<file path="config.mk">
export PLATFORM = sky130hd
export DESIGN_NAME = stream_prefetch_buf
export DESIGN_NICKNAME = d
export VERILOG_FILES = /design/src/rtl/spb_pkg.sv /design/src/rtl/spb_line_store.sv /design/src/rtl/spb_out_track.sv /design/src/rtl/stream_prefetch_buf.sv
export SDC_FILE = /design/constraint.sdc
export NUM_CORES = 1
export LEC_CHECK = 0
export ABC_AREA = 1
export ABC_CLOCK_PERIOD_IN_PS = 3500
export BUFFER_PORTS_ARGS = -buffer_cell sky130_fd_sc_hd__buf_2
export CAP_MARGIN = 20
export CORE_MARGIN = 2
export CORE_UTILIZATION = 55
export CTS_BUF_LIST = sky130_fd_sc_hd__clkbuf_8
export CTS_CLUSTER_DIAMETER = 200
export DETAILED_ROUTE_END_ITERATION = 6
export PLACE_DENSITY_LB_ADDON = 0.3
export RECOVER_POWER = 50
export SLEW_MARGIN = 30
export SYNTH_ARGS = -nofsm -noshare
export SYNTH_HDL_FRONTEND = slang
export SYNTH_SLANG_ARGS = --single-unit
</file>
<file path="constraint.sdc">
create_clock -name clk -period 3.5 [get_ports clk]
set_input_delay 0.35 -clock clk [delete_from_list [all_inputs] [get_ports clk]]
set_output_delay 0.35 -clock clk [all_outputs]
set_load 0.01 [all_outputs]
</file>
<file path="src/rtl/spb_pkg.sv">
package spb_pkg;
  typedef enum logic [1:0] {
    SPB_EMPTY  = 2'd0,
    SPB_STREAM = 2'd1,
    SPB_STALL  = 2'd2
  } spb_mode_e;
endpackage

</file>
<file path="src/rtl/spb_line_store.sv">
module spb_line_store #(
  parameter int DEPTH = 4,
  parameter int LW    = 26,
  parameter int DW    = 64,
  localparam int IW   = $clog2(DEPTH)
) (
  input  logic          clk,
  input  logic          rst_n,
  input  logic          flush_i,
  input  logic [LW-1:0] base_line_i,
  input  logic          app_en_i,
  input  logic [IW-1:0] app_idx_i,
  input  logic [LW-1:0] app_line_i,
  input  logic          wr_en_i,
  input  logic [IW-1:0] wr_idx_i,
  input  logic [DW-1:0] wr_data_i,
  input  logic [IW-1:0] hd_idx_i,
  input  logic [IW-1:0] iss_idx_i,
  output logic [LW-1:0] hd_line_o,
  output logic          hd_pend_o,
  output logic [DW-1:0] hd_data_o,
  output logic [LW-1:0] iss_line_o,
  output logic          iss_pend_o
);
  logic [LW-1:0] line_q [DEPTH];
  logic [DW-1:0] data_q [DEPTH];
  logic [DEPTH-1:0] pend_q;

  always_ff @(posedge clk) begin
    for (int i = 0; i < DEPTH; i++) begin
      if (!rst_n) begin
        line_q[i] <= '0;
        data_q[i] <= '0;
        pend_q[i] <= 1'b0;
      end else if (flush_i) begin
        line_q[i] <= base_line_i + LW'(i);
        pend_q[i] <= 1'b1;
      end else begin
        if (wr_en_i && wr_idx_i == IW'(i)) begin
          data_q[i] <= wr_data_i;
          pend_q[i] <= 1'b0;
        end
        if (app_en_i && app_idx_i == IW'(i)) begin
          line_q[i] <= app_line_i;
          pend_q[i] <= 1'b1;
        end
      end
    end
  end

  assign hd_line_o  = line_q[hd_idx_i];
  assign hd_pend_o  = pend_q[hd_idx_i];
  assign hd_data_o  = data_q[hd_idx_i];
  assign iss_line_o = line_q[iss_idx_i];
  assign iss_pend_o = pend_q[iss_idx_i];
endmodule

</file>
<file path="src/rtl/spb_out_track.sv">
module spb_out_track #(
  parameter int MAX_OUT = 8,
  localparam int OW     = $clog2(MAX_OUT + 1)
) (
  input  logic          clk,
  input  logic          rst_n,
  input  logic          flush_i,
  input  logic          req_fire_i,
  input  logic          rsp_fire_i,
  output logic          rsp_take_o,
  output logic [OW-1:0] infl_o,
  output logic          room_o
);
  logic [OW-1:0] drop_q, infl_q, total;

  assign total      = drop_q + infl_q;
  assign room_o     = total < OW'(MAX_OUT);
  assign rsp_take_o = rsp_fire_i && drop_q == '0;
  assign infl_o     = infl_q;

  always_ff @(posedge clk) begin
    if (!rst_n) begin
      drop_q <= '0;
      infl_q <= '0;
    end else if (flush_i) begin
      drop_q <= total + OW'(req_fire_i) - OW'(rsp_fire_i);
      infl_q <= '0;
    end else begin
      infl_q <= infl_q + OW'(req_fire_i) - OW'(rsp_take_o);
      drop_q <= drop_q - OW'(rsp_fire_i && drop_q != '0);
    end
  end

  AST_OUT_BOUND: assert property (@(posedge clk) disable iff (!rst_n)
    total <= OW'(MAX_OUT));
  AST_RSP_EXPECTED: assert property (@(posedge clk) disable iff (!rst_n)
    rsp_fire_i |-> total != '0);
endmodule

</file>
<file path="src/rtl/stream_prefetch_buf.sv">
module stream_prefetch_buf
  import spb_pkg::*;
#(
  parameter int AW         = 32,
  parameter int DW         = 64,
  parameter int LINE_BYTES = 64,
  parameter int DEPTH      = 4,
  parameter int MAX_OUT    = 8,
  localparam int OFF_W     = $clog2(LINE_BYTES),
  localparam int LW        = AW - OFF_W,
  localparam int IW        = $clog2(DEPTH),
  localparam int CW        = $clog2(DEPTH + 1),
  localparam int OW        = $clog2(MAX_OUT + 1)
) (
  input  logic          clk,
  input  logic          rst_n,
  input  logic          lk_valid,
  input  logic [AW-1:0] lk_addr,
  input  logic          lk_cache_hit,
  output logic          lk_ready,
  output logic          lk_buf_hit,
  output logic          fill_valid,
  output logic [AW-1:0] fill_addr,
  output logic [DW-1:0] fill_data,
  output logic          mem_req_valid,
  input  logic          mem_req_ready,
  output logic [AW-1:0] mem_req_addr,
  input  logic          mem_rsp_valid,
  input  logic [DW-1:0] mem_rsp_data
);
  function automatic logic [LW-1:0] line_of(input logic [AW-1:0] a);
    return a[AW-1:OFF_W];
  endfunction
  function automatic logic [AW-1:0] line_addr(input logic [LW-1:0] l);
    return {l, {OFF_W{1'b0}}};
  endfunction
  function automatic logic [LW-1:0] seq_line(input logic [LW-1:0] l, input int k);
    return l + LW'(k);
  endfunction

  spb_mode_e     mode_q;
  logic [IW-1:0] hd_q, iss_q, fill_q;
  logic [CW-1:0] nun_q;
  logic [LW-1:0] tl_q, fill_line_q;
  logic          fill_valid_q;
  logic [DW-1:0] fill_data_q;

  logic [LW-1:0] lk_line, hd_line, iss_line;
  logic          hd_pend, iss_pend;
  logic [DW-1:0] hd_data, head_word;
  logic          alloc, req_stuck, head_match;
  logic          ev_acc_miss, ev_hit, ev_flush, ev_pop, ev_stall;
  logic          head_fill_now, head_ready;
  logic          req_fire, rsp_take, room;
  logic [OW-1:0] trk_infl;

  assign lk_line       = line_of(lk_addr);
  assign alloc         = mode_q != SPB_EMPTY;
  assign req_fire      = mem_req_valid && mem_req_ready;
  assign req_stuck     = mem_req_valid && !mem_req_ready;
  assign lk_ready      = mode_q != SPB_STALL && !req_stuck;
  assign head_match    = alloc && lk_line == hd_line;
  assign lk_buf_hit    = lk_valid && lk_ready && head_match;
  assign ev_acc_miss   = lk_valid && lk_ready && !lk_cache_hit;
  assign ev_hit        = ev_acc_miss && head_match;
  assign ev_flush      = ev_acc_miss && !head_match;
  assign head_fill_now = rsp_take && fill_q == hd_q;
  assign head_ready    = !hd_pend || head_fill_now;
  assign head_word     = hd_pend ? mem_rsp_data : hd_data;
  assign ev_pop        = (ev_hit || mode_q == SPB_STALL) && head_ready;
  assign ev_stall      = ev_hit && !head_ready;

  assign mem_req_valid = alloc && nun_q != '0 && room;
  assign mem_req_addr  = line_addr(iss_line);

  assign fill_valid = fill_valid_q;
  assign fill_addr  = line_addr(fill_line_q);
  assign fill_data  = fill_data_q;

  spb_line_store #(.DEPTH(DEPTH), .LW(LW), .DW(DW)) u_store (
    .clk        (clk),
    .rst_n      (rst_n),
    .flush_i    (ev_flush),
    .base_line_i(seq_line(lk_line, 1)),
    .app_en_i   (ev_pop),
    .app_idx_i  (hd_q),
    .app_line_i (seq_line(tl_q, 1)),
    .wr_en_i    (rsp_take),
    .wr_idx_i   (fill_q),
    .wr_data_i  (mem_rsp_data),
    .hd_idx_i   (hd_q),
    .iss_idx_i  (iss_q),
    .hd_line_o  (hd_line),
    .hd_pend_o  (hd_pend),
    .hd_data_o  (hd_data),
    .iss_line_o (iss_line),
    .iss_pend_o (iss_pend)
  );

  spb_out_track #(.MAX_OUT(MAX_OUT)) u_track (
    .clk       (clk),
    .rst_n     (rst_n),
    .flush_i   (ev_flush),
    .req_fire_i(req_fire),
    .rsp_fire_i(mem_rsp_valid),
    .rsp_take_o(rsp_take),
    .infl_o    (trk_infl),
    .room_o    (room)
  );

  always_ff @(posedge clk) begin
    if (!rst_n) begin
      mode_q       <= SPB_EMPTY;
      hd_q         <= '0;
      iss_q        <= '0;
      fill_q       <= '0;
      nun_q        <= '0;
      tl_q         <= '0;
      fill_valid_q <= 1'b0;
      fill_line_q  <= '0;
      fill_data_q  <= '0;
    end else begin
      fill_valid_q <= ev_pop;
      if (ev_pop) begin
        fill_line_q <= hd_line;
        fill_data_q <= head_word;
      end
      if (ev_flush) begin
        mode_q <= SPB_STREAM;
        hd_q   <= '0;
        iss_q  <= '0;
        fill_q <= '0;
        nun_q  <= CW'(DEPTH);
        tl_q   <= seq_line(lk_line, DEPTH);
      end else begin
        if (ev_stall)                             mode_q <= SPB_STALL;
        else if (mode_q == SPB_STALL && ev_pop)   mode_q <= SPB_STREAM;
        hd_q   <= hd_q + IW'(ev_pop);
        iss_q  <= iss_q + IW'(req_fire);
        fill_q <= fill_q + IW'(rsp_take);
        nun_q  <= nun_q + CW'(ev_pop) - CW'(req_fire);
        tl_q   <= seq_line(tl_q, int'(ev_pop));
      end
    end
  end

  AST_REQ_HOLD: assert property (@(posedge clk) disable iff (!rst_n)
    mem_req_valid && !mem_req_ready |=> mem_req_valid && $stable(mem_req_addr));
  AST_ISSUE_PENDING: assert property (@(posedge clk) disable iff (!rst_n)
    mem_req_valid |-> iss_pend);
  AST_DEPTH_SUM: assert property (@(posedge clk) disable iff (!rst_n)
    int'(nun_q) + int'(trk_infl) <= DEPTH);
  AST_STALL_HEAD_PEND: assert property (@(posedge clk) disable iff (!rst_n)
    mode_q == SPB_STALL |-> hd_pend);
  AST_FLUSH_CLEARS: assert property (@(posedge clk) disable iff (!rst_n)
    ev_flush |=> trk_infl == '0);
  AST_IGNORE_CACHE_HIT: assert property (@(posedge clk) disable iff (!rst_n)
    lk_valid && lk_cache_hit && mode_q != SPB_STALL |=> !fill_valid);
endmodule

</file>
# Word level (Yosys, flattened, before mapping)
# Memory sizes are Yosys's and may differ from the RTL's. A register that Yosys moved wholly into a read port is not among the register bits.
# Cells that the tools add are included.
[classes]
mux = 72
n_lt_le_gt_ge = 2
n_addsub = 18
n_eq_ne = 10
n_bitwise = 13
reduce_logical = 46
[ops]
columns = ["operator", "count"]
rows = [
  ["$mux W64", 5],
  ["$mux W26", 9],
  ["$add A26 B1 Y26 const B", 3],
  ["$add A26 B2 Y26 const B", 2],
  ["$mux W1", 50],
  ["$add A26 B1 Y26", 1],
  ["$add A26 B3 Y26 const B", 1],
  ["$eq A26 B26 Y1", 1],
  ["$logic_and A1 B1 Y1", 25],
  ["$reduce_bool A3 Y1", 6],
  ["$or A1 B1 Y1", 12],
  ["$sub A4 B1 Y4", 3],
  ["$eq A2 B2 Y1 const B", 5],
  ["$mux W2", 5],
  ["$add A4 B1 Y4", 2],
  ["$add A2 B1 Y2", 3],
  ["$logic_not A1 Y1", 6],
  ["$add A4 B4 Y4", 1],
  ["$eq A2 B1 Y1 const B", 2],
  ["$logic_not A2 Y1", 2],
  ["$logic_not A4 Y1", 1],
  ["$lt A4 B4 Y1 const B", 1],
  ["$mux W4", 1],
  ["$reduce_bool A2 Y1", 2],
  ["11 further kinds", 12],
]
[word_totals]
ff_bits = 140
out_inout_bits = 132
n_memories = 2
inputBits = 102
ramBits = 360
wordCells = 180
[mem_list]
columns = ["name", "words", "word_bits", "rd", "rd_ports_with_merged_regs", "wr", "line", "source"]
rows = [
  ["u_store.data_q", 4, 64, 1, 1, 4, "spb_line_store.sv:26", "logic [DW-1:0] data_q [DEPTH];"],
  ["u_store.line_q", 4, 26, 2, 2, 4, "spb_line_store.sv:25", "logic [LW-1:0] line_q [DEPTH];"],
]

# Logic depth before layout (Yosys ltp)
# Gate-level depths: netlist of the first run.
[logic_depth]
word_depth = 17
depth_mapped = 25
mapped_depth_nobuf = 21

# By module
# Synthesis of the first run repeated with hierarchy kept, for this count alone.
[unflattened]
hier_cells = 3316
area_unflattened_um2 = 26992.1
[by_module_without_submodules]
columns = ["mod", "seq_area_each_um2", "cells_each", "area_per_inst_um2", "n_inst"]
rows = [
  ["spb_line_store", 10890.4, 2001, 18225.0, 1],
  ["stream_prefetch_buf", 2562.5, 1211, 8000.2, 1],
  ["spb_out_track", 160.2, 104, 767.0, 1],
]

# Worst setup path after synthesis of the first run
# Ideal clock, no wire load.
[synth_path]
path_kind = "reg2reg"
startpoint = "register u_track.infl_q[2] (netlist: u_track.infl_o[2])"
endpoint = "memory u_store.data_q[3][0] (enable)"
synth_period_minus_slack_ns = 3.652
path_buffers = 1
setup_ns = 0.424
stages_incl_launch_ff = 14
arrival_ns = 3.228
path_slack_ns = -0.152
required_ns = 3.076
path_cell_list = "dfxtp_1 ha_1 a21oi_1 nand2_1 xor2_1 nand2_1 inv_1 nand2_1 nand3_1 nor2_1 nand2_2 buf_2 nand2_1 nand2_1"
[synth_rtl]
columns = ["item", "line", "source"]
rows = [
  ["start, declared", "spb_out_track.sv:14", "logic [OW-1:0] drop_q, infl_q, total;"],
  ["start signal, assigned", "spb_out_track.sv:29", "infl_q <= infl_q + OW'(req_fire_i) - OW'(rsp_take_o);"],
  ["end, declared", "spb_line_store.sv:26", ""],
]

# Final worst setup path of the first run
[layout_path]
startpoint = "register hd_q[0]"
endpoint = "register fill_data_q[41] (netlist: fill_data[41])"
[layout_between]
elab_chain_len = 5
word_cells_on_any_way = 8
cone_classes = "1 x eq/ne; 3 x mux; 4 x reduce/logical"
[layout_rtl]
columns = ["item", "line", "source"]
rows = [
  ["start, declared", "stream_prefetch_buf.sv:42", "logic [IW-1:0] hd_q, iss_q, fill_q;"],
  ["start signal, assigned", "stream_prefetch_buf.sv:138", "hd_q <= hd_q + IW'(ev_pop);"],
  ["$bmux W1 S2", "spb_line_store.sv:52", "assign hd_pend_o = pend_q[hd_idx_i];"],
  ["$mux W1 (not written as such)", "spb_line_store.sv:52", ""],
  ["$logic_not A1 Y1", "stream_prefetch_buf.sv:68", "assign head_ready = !hd_pend || head_fill_now;"],
  ["$logic_or A1 B1 Y1", "stream_prefetch_buf.sv:68", ""],
  ["$logic_and A1 B1 Y1", "stream_prefetch_buf.sv:70", "assign ev_pop = (ev_hit || mode_q == SPB_STALL) && head_ready;"],
  ["end signal, assigned", "stream_prefetch_buf.sv:126", "fill_data_q <= head_word;"],
  ["end, declared", "stream_prefetch_buf.sv:46", "logic [DW-1:0] fill_data_q;"],
]
# Several ways; a longest one is shown, not always the timed one. The select of a mux whose other input is x is not followed.
# A chain may end at the register's enable or synchronous reset.

==> results of run 1 <==
[worst max path at each step]
stage	end	slack, ps	depth (start not counted)
2_1_floorplan	tl_q[20]	120	21
3_3_place_gp	tl_q[20]	200	21
3_5_place_dp	tl_q[21]	130	22
4_1_cts	tl_q[21]	110	22
5_1_grt	u_store.line_q[2][13]	3	15
6_report	fill_data[41]	110	18
[cell type report]
class / instances / area, µm² / share of cell area [%]
diodes: 3 / 7.51 / 0.0237
clock buffers: 99 / 1360 / 4.30
clock inverters: 53 / 410 / 1.30
inverters: 274 / 1040 / 3.28
multi-input cells: 2518 / 11900 / 37.5
flip-flops and latches: 500 / 13600 / 43.0
well taps: 664 / 831 / 2.62
repair buffers: 370 / 2510 / 7.94
[synth_stat cells]
| master | n |
|---|---|
| o211ai_1 | 5 |
| nand2_2 | 4 |
| nand4_1 | 128 |
| clkinv_1 | 3 |
| inv_2 | 7 |
| o21ai_0 | 157 |
| nor3_2 | 2 |
| or2_2 | 2 |
| buf_1 | 5 |
| buf_4 | 24 |
| nor2_1 | 638 |
| xor2_1 | 89 |
| dfxtp_1 | 140 |
| ha_1 | 26 |
| fa_1 | 4 |
| o22ai_1 | 39 |
| nand3_2 | 1 |
| nand2_1 | 1003 |
| clkbuf_2 | 1 |
| o21bai_1 | 54 |
| conb_1 | 1 |
| a211oi_1 | 1 |
| nor3_1 | 24 |
| nand3b_1 | 2 |
| nor2_2 | 13 |
| nand3_1 | 194 |
| o21ai_1 | 3 |
| nor4_1 | 6 |
| edfxtp_1 | 360 |
| xnor2_1 | 26 |
| and2_1 | 2 |
| a31oi_1 | 2 |
| buf_2 | 69 |
| clkbuf_1 | 103 |
| a21oi_1 | 17 |
| a22oi_1 | 64 |
| inv_1 | 264 |
[flip-flops by register name, indices dropped and copies added, names as in the netlist, 3 cells and up]
name	flops
u_store.data_q	256
u_store.line_q	104
fill_data	64
fill_line_q	26
tl_q	26
u_store.pend_q	4
u_track.drop_q	4
u_track.infl_o	4
nun_q	3
[logic make-up after synthesis]
logic type	synth area share, %
AND/OR/NAND/NOR	30.2
flip-flops	49.8
buffers and inverters	7.19
AO/OA/AOI/OAI	7.59
XOR/XNOR	3.69
adder cells (fa/ha/maj)	1.48
other	0.0137
[per-layer routing]
metal,global-route usage [%],up-vias
met5,0,-
met4,14.1,0
met3,6.00,225
met2,54.5,1485
met1,46.3,11800
li1,-,12000
[report_power, final]
group          leakage, µW  internal (µW)  switching [µW]
clock             0.000997           3040            2510
combinational      0.00844            796            1480
sequential         0.00490           6840             176
[what timing repair did]
action,in CTS,in global routing
hold buffers,13,0
buffers inserted,0,2
endpoints found under the setup margin,0,19
hold endpoints to repair,26,0
gates resized for setup,0,17
[critical path, stage by stage, from the launching register on]
cell	delay, ps
dfxtp_4	380
buf_12	140
clkbuf_16	180
o21ai_1	230
nand2_1	110
nand2_1	100
nand2_1	50
nand2_1	150
nand2_1	70
nor2_1	120
nand3_2	140
nor2_1	160
nand3_2	100
nand2_4	130
buf_4	240
buf_4	580
nand2_1	150
nand2_1	110
nor2_1	60
[stage by stage]
| stage | hold slack [ps] | area [µm²] | setup slack, ps | total power, µW | utilization (%) |
|---|---|---|---|---|---|
| after floorplan | 434 | 27400 | 119 | 8590 | - |
| after global placement | 451 | 29900 | 199 | 9330 | 61.0 |
| after detailed placement | 458 | 29900 | 133 | 9380 | 61.0 |
| after CTS | 0.785 | 31800 | 110 | 14900 | 64.9 |
| after global routing | 23.9 | 31700 | 2.87 | 15400 | 64.7 |
| final | 23.9 | 31700 | 111 | 14800 | 64.7 |
==> results.sh, run 1 <==
export IMPL_rsz0062_at_grt="false"
export IMPL_setup_violations=0
export IMPL_drt_iter0_markers=3046
export IMPL_root_buffer="clkbuf_8"
export IMPL_ant_nets=0
export IMPL_status="finished, violations left"
export IMPL_syn_area_um2=27300
export IMPL_synth_cells=3483
export IMPL_cp_arrival_ps=3960
export IMPL_core_region_area_um2=49000
export IMPL_layout_nets=3878
export IMPL_hold_path_class="in2reg"
export IMPL_ys_seq_area_share_pct=49.8
export IMPL_synth_distinct_cells=37
export IMPL_clock_sinks=500
export IMPL_drive_gt1_share_pct=10.6
export IMPL_timing_fmax_mhz=295
export IMPL_start_kind="register"
export IMPL_max_cap_violations=0
export IMPL_antenna_found_initial=2
export IMPL_die_area_um2=51500
export IMPL_grt_max_degree=128
export IMPL_worstReg2RegEnd="fill_data[41]"
export IMPL_crit_fanout=61
export IMPL_r2r_start="hd_q[0]"
export IMPL_die_y_um=227
export IMPL_final_common_cell="nand2_1"
export IMPL_finalMaxSlewViolations=0
export IMPL_yosysTopAreaCellShare_pct=39.6
export IMPL_cts_buffer_depth=3
export IMPL_htreeDepth=3
export IMPL_reg2reg_setup_slack_ps=110
export IMPL_tritoncts="done"
export IMPL_dp_hpwl_mm=59.9
export IMPL_highest_layer="met4"
export IMPL_period_minus_slack_ps=3390
export IMPL_relSlewSlack_pct=15.4
export IMPL_synth_area_leaders="edfxtp_1 40%, nand2_1 14%, dfxtp_1 10%"
export IMPL_final_cells=4481
export IMPL_min_to="u_store.data_q[3][54]"
export IMPL_fp_row_count=81
export IMPL_hold_viol=0
export IMPL_crit_start="hd_q[0]"
export IMPL_fin_worst_skew_ps=39.5
export IMPL_fillers=4278
export IMPL_die_w_um=227
export IMPL_route_met2_wl_mm=41.1
export IMPL_num_vias=25500
export IMPL_grt_pass1_wl_mm=133
export IMPL_hold_depth=3
export IMPL_tightest_slew_ps=1270
export IMPL_wl_per_cell_um=20.0
export IMPL_grt_total_usage_pct=34.2
export IMPL_ir_drop_v=0.000338
export IMPL_grt_pass1_vias=23400
export IMPL_postSynthRegisterBits=500
export IMPL_tns_ps=0
export IMPL_final_cell_mix="994 x nand2_1, 634 x nor2_1, 360 x edfxtp_1"
export IMPL_dr_wl_met3_mm=9.56
export IMPL_power_density_nw_per_um2=468
export IMPL_overflow=0
export IMPL_port_buffer_count=215
export IMPL_required_ps=4070
export IMPL_clkTransAtPathRegs_ps=70
export IMPL_synth_avg_cell_area_um2=7.85
export IMPL_end_kind="register"
export IMPL_gp_congestion=1.04
export IMPL_worst_setup_path_type="reg2reg"
export IMPL_wl_met1_mm=35.2
export IMPL_areaGrowthSynthToFinish_pct=15.9
export IMPL_ios=234
export IMPL_firstDrtPassIters=7
export IMPL_cellLeakagePower_uw=0.0143
export IMPL_routed_via_density=5.68
export IMPL_route_detailed_drc=2
export IMPL_ff2ff_path_depth=18
export IMPL_synth_area_leader_cell="edfxtp_1"
export IMPL_routed_wl_mm=89.5
export IMPL_start_util_pct=55.8
export IMPL_clock_latency_ps=700
export IMPL_cts_buffers=82
export IMPL_post_route_period_util_pct=96.8
export IMPL_violations="DRC"
export IMPL_placed_cells_incl_taps=4309
export IMPL_hold_start="mem_rsp_data[54]"
export IMPL_synth_warnings=0
Power figures use the tool's default switching activity.
==> inputs of run 2 (changes only) <==
BUFFER_PORTS_ARGS = -buffer_cell sky130_fd_sc_hd__clkbuf_2   (was -buffer_cell sky130_fd_sc_hd__buf_2)
CORE_MARGIN = default   (was 2)
TNS_END_PERCENT = 100   (was default)
==> run 2 against run 1 <==
Effect of this change: the run now ends clean; core utilization about the same; routed wire length increased by 1.7%; hold slack got worse by 1.8 ps; combinational power about the same.
==> results.sh, run 2 (synthesis results as in run 1) <==
export IMPL_gp_congestion=1.06
export IMPL_areaGrowthSynthToFinish_pct=15.9
export IMPL_end_kind="register"
export IMPL_post_route_period_util_pct=95.3
export IMPL_period_minus_slack_ps=3340
export IMPL_tritoncts="done"
export IMPL_route_detailed_drc=0
export IMPL_antenna_found_initial=1
export IMPL_overflow=0
export IMPL_final_cell_mix="988 x nand2_1, 636 x nor2_1, 360 x edfxtp_1"
export IMPL_routed_via_density=5.63
export IMPL_grt_pass1_vias=23200
export IMPL_tns_ps=0
export IMPL_layout_nets=3899
export IMPL_port_buffer_count=215
export IMPL_cts_buffers=81
export IMPL_drive_gt1_share_pct=11.2
export IMPL_start_util_pct=55.8
export IMPL_routed_wl_mm=91.1
export IMPL_cellLeakagePower_uw=0.0144
export IMPL_final_common_cell="nand2_1"
export IMPL_fp_row_count=81
export IMPL_status="complete, no violations"
export IMPL_cp_arrival_ps=3940
export IMPL_hold_path_class="in2reg"
export IMPL_clkTransAtPathRegs_ps=70
export IMPL_setup_violations=0
export IMPL_finalMaxSlewViolations=0
export IMPL_largest_reg_flops=256
export IMPL_crit_fanout=17
export IMPL_hold_viol=0
export IMPL_p_total_uw=14300
export IMPL_regMostFlops="u_store.data_q"
export IMPL_ir_drop_v=0.000335
export IMPL_crit_slowest_cell="dfxtp_4"
export IMPL_crit_chain="buf_12 -> clkbuf_16 -> nand2_1 -> nand2_1 -> nand2_1 -> nand2_1 -> nand2_1 -> nand2_1 -> nor2_1 -> nand2_1 -> nor2_1 -> nand2_2 -> nor2_1 -> nand3_1 -> nand2_4 -> ha_1 -> ha_1 -> nand2_2 -> nor3_2 -> buf_4 -> nand2_1 -> xor2_1 -> o22ai_1"
export IMPL_clock_latency_ps=710
export IMPL_die_y_um=225
export IMPL_root_buffer="clkbuf_8"
export IMPL_max_cap_violations=0
export IMPL_wl_per_cell_um=20.2
export IMPL_power_density_nw_per_um2=450
export IMPL_placed_cells_incl_taps=4331
export IMPL_max_stage_delay_ps=390
export IMPL_firstDrtPassIters=5
export IMPL_relSlewSlack_pct=20.4
export IMPL_ff2ff_path_depth=23
export IMPL_htreeDepth=3
export IMPL_grt_max_degree=88
export IMPL_dp_hpwl_mm=61.6
export IMPL_clock_sinks=500
export IMPL_cts_buffer_depth=3
export IMPL_final_cells=4499
export IMPL_tightest_slew_ps=1190
export IMPL_grt_pass1_wl_mm=135
export IMPL_num_vias=25300
export IMPL_die_area_um2=50600
export IMPL_ant_nets=0
export IMPL_critPathMostFrequentCell="nand2_1"
export IMPL_core_region_area_um2=49000
export IMPL_fillers=4360
export IMPL_die_w_um=225
export IMPL_ios=234
export IMPL_whs_ps=22.1
export IMPL_required_ps=4100
export IMPL_start_kind="register"
export IMPL_hold_depth=3
export IMPL_grt_total_usage_pct=35.1
export IMPL_drt_iter0_markers=2918
export IMPL_fin_worst_skew_ps=43.5
export IMPL_worst_setup_path_type="reg2reg"
export IMPL_timing_fmax_mhz=300
-- run 2: through the flow --
step | cell area, µm² | setup slack (ps) | utilization, %
after floorplan | 27400 | 119 | -
after global placement | 30000 | 157 | 61.2
after detailed placement | 30000 | 86.5 | 61.2
after CTS | 31600 | 44.6 | 64.6
after global routing | 31700 | -10.2 | 64.7
final | 31700 | 163 | 64.7
-- run 2: final cells by class --
type	count	area (µm²)	area share, %
clock inverter	62	342	1.08
antenna	1	2.50	0.00790
clock buffer	88	1210	3.82
multi-input combinational	2518	11900	37.6
timing repair buffer	392	2720	8.58
sequential	500	13600	43.0
tap	664	831	2.62
inverter	274	1040	3.29
-- run 2: repair_timing --
action                                  CTS  global route
endpoints found under the setup margin    0            17
hold buffers                              9             0
setup buffers                             0             5
hold endpoints to repair                 16             0
gates resized for setup                   0            23
-- run 2: worst max-delay path: cells and delay by family, from the launching register on --
family,cells,cell delay (ps)
compound gates,1,180
xor+xnor,1,150
fa+ha+maj,2,350
buf+inv,3,460
flops,1,390
simple gates,16,1680
-- run 2: path summary, 6_finish.rpt --
path                         start                     to  slack (ps)
setup / recovery           hd_q[0]               tl_q[20]         160
hold / removal    mem_rsp_data[50]  u_store.data_q[2][50]          20
setup reg to reg           hd_q[0]               tl_q[20]         160
hold reg to reg          mode_q[1]              mode_q[1]         470
-- run 2: layer usage --
| layer | global-route usage (%) | part of all wire (%) | vias to the layer above |
|---|---|---|---|
| met5 | 0 | 0 | - |
| met1 | 47.2 | 40 | 11900 |
| li1 | - | - | 12000 |
| met4 | 12.3 | 3.2 | 0 |
| met3 | 6.11 | 9.5 | 170 |
| met2 | 57.4 | 47 | 1254 |
-- run 2: where the power goes --
part | switching, µW | internal [µW] | leakage (µW)
clock network | 2450 | 2490 | 0.000940
registers | 182 | 6840 | 0.00490
logic | 1480 | 813 | 0.00860
total | 4110 | 10100 | 0.0144
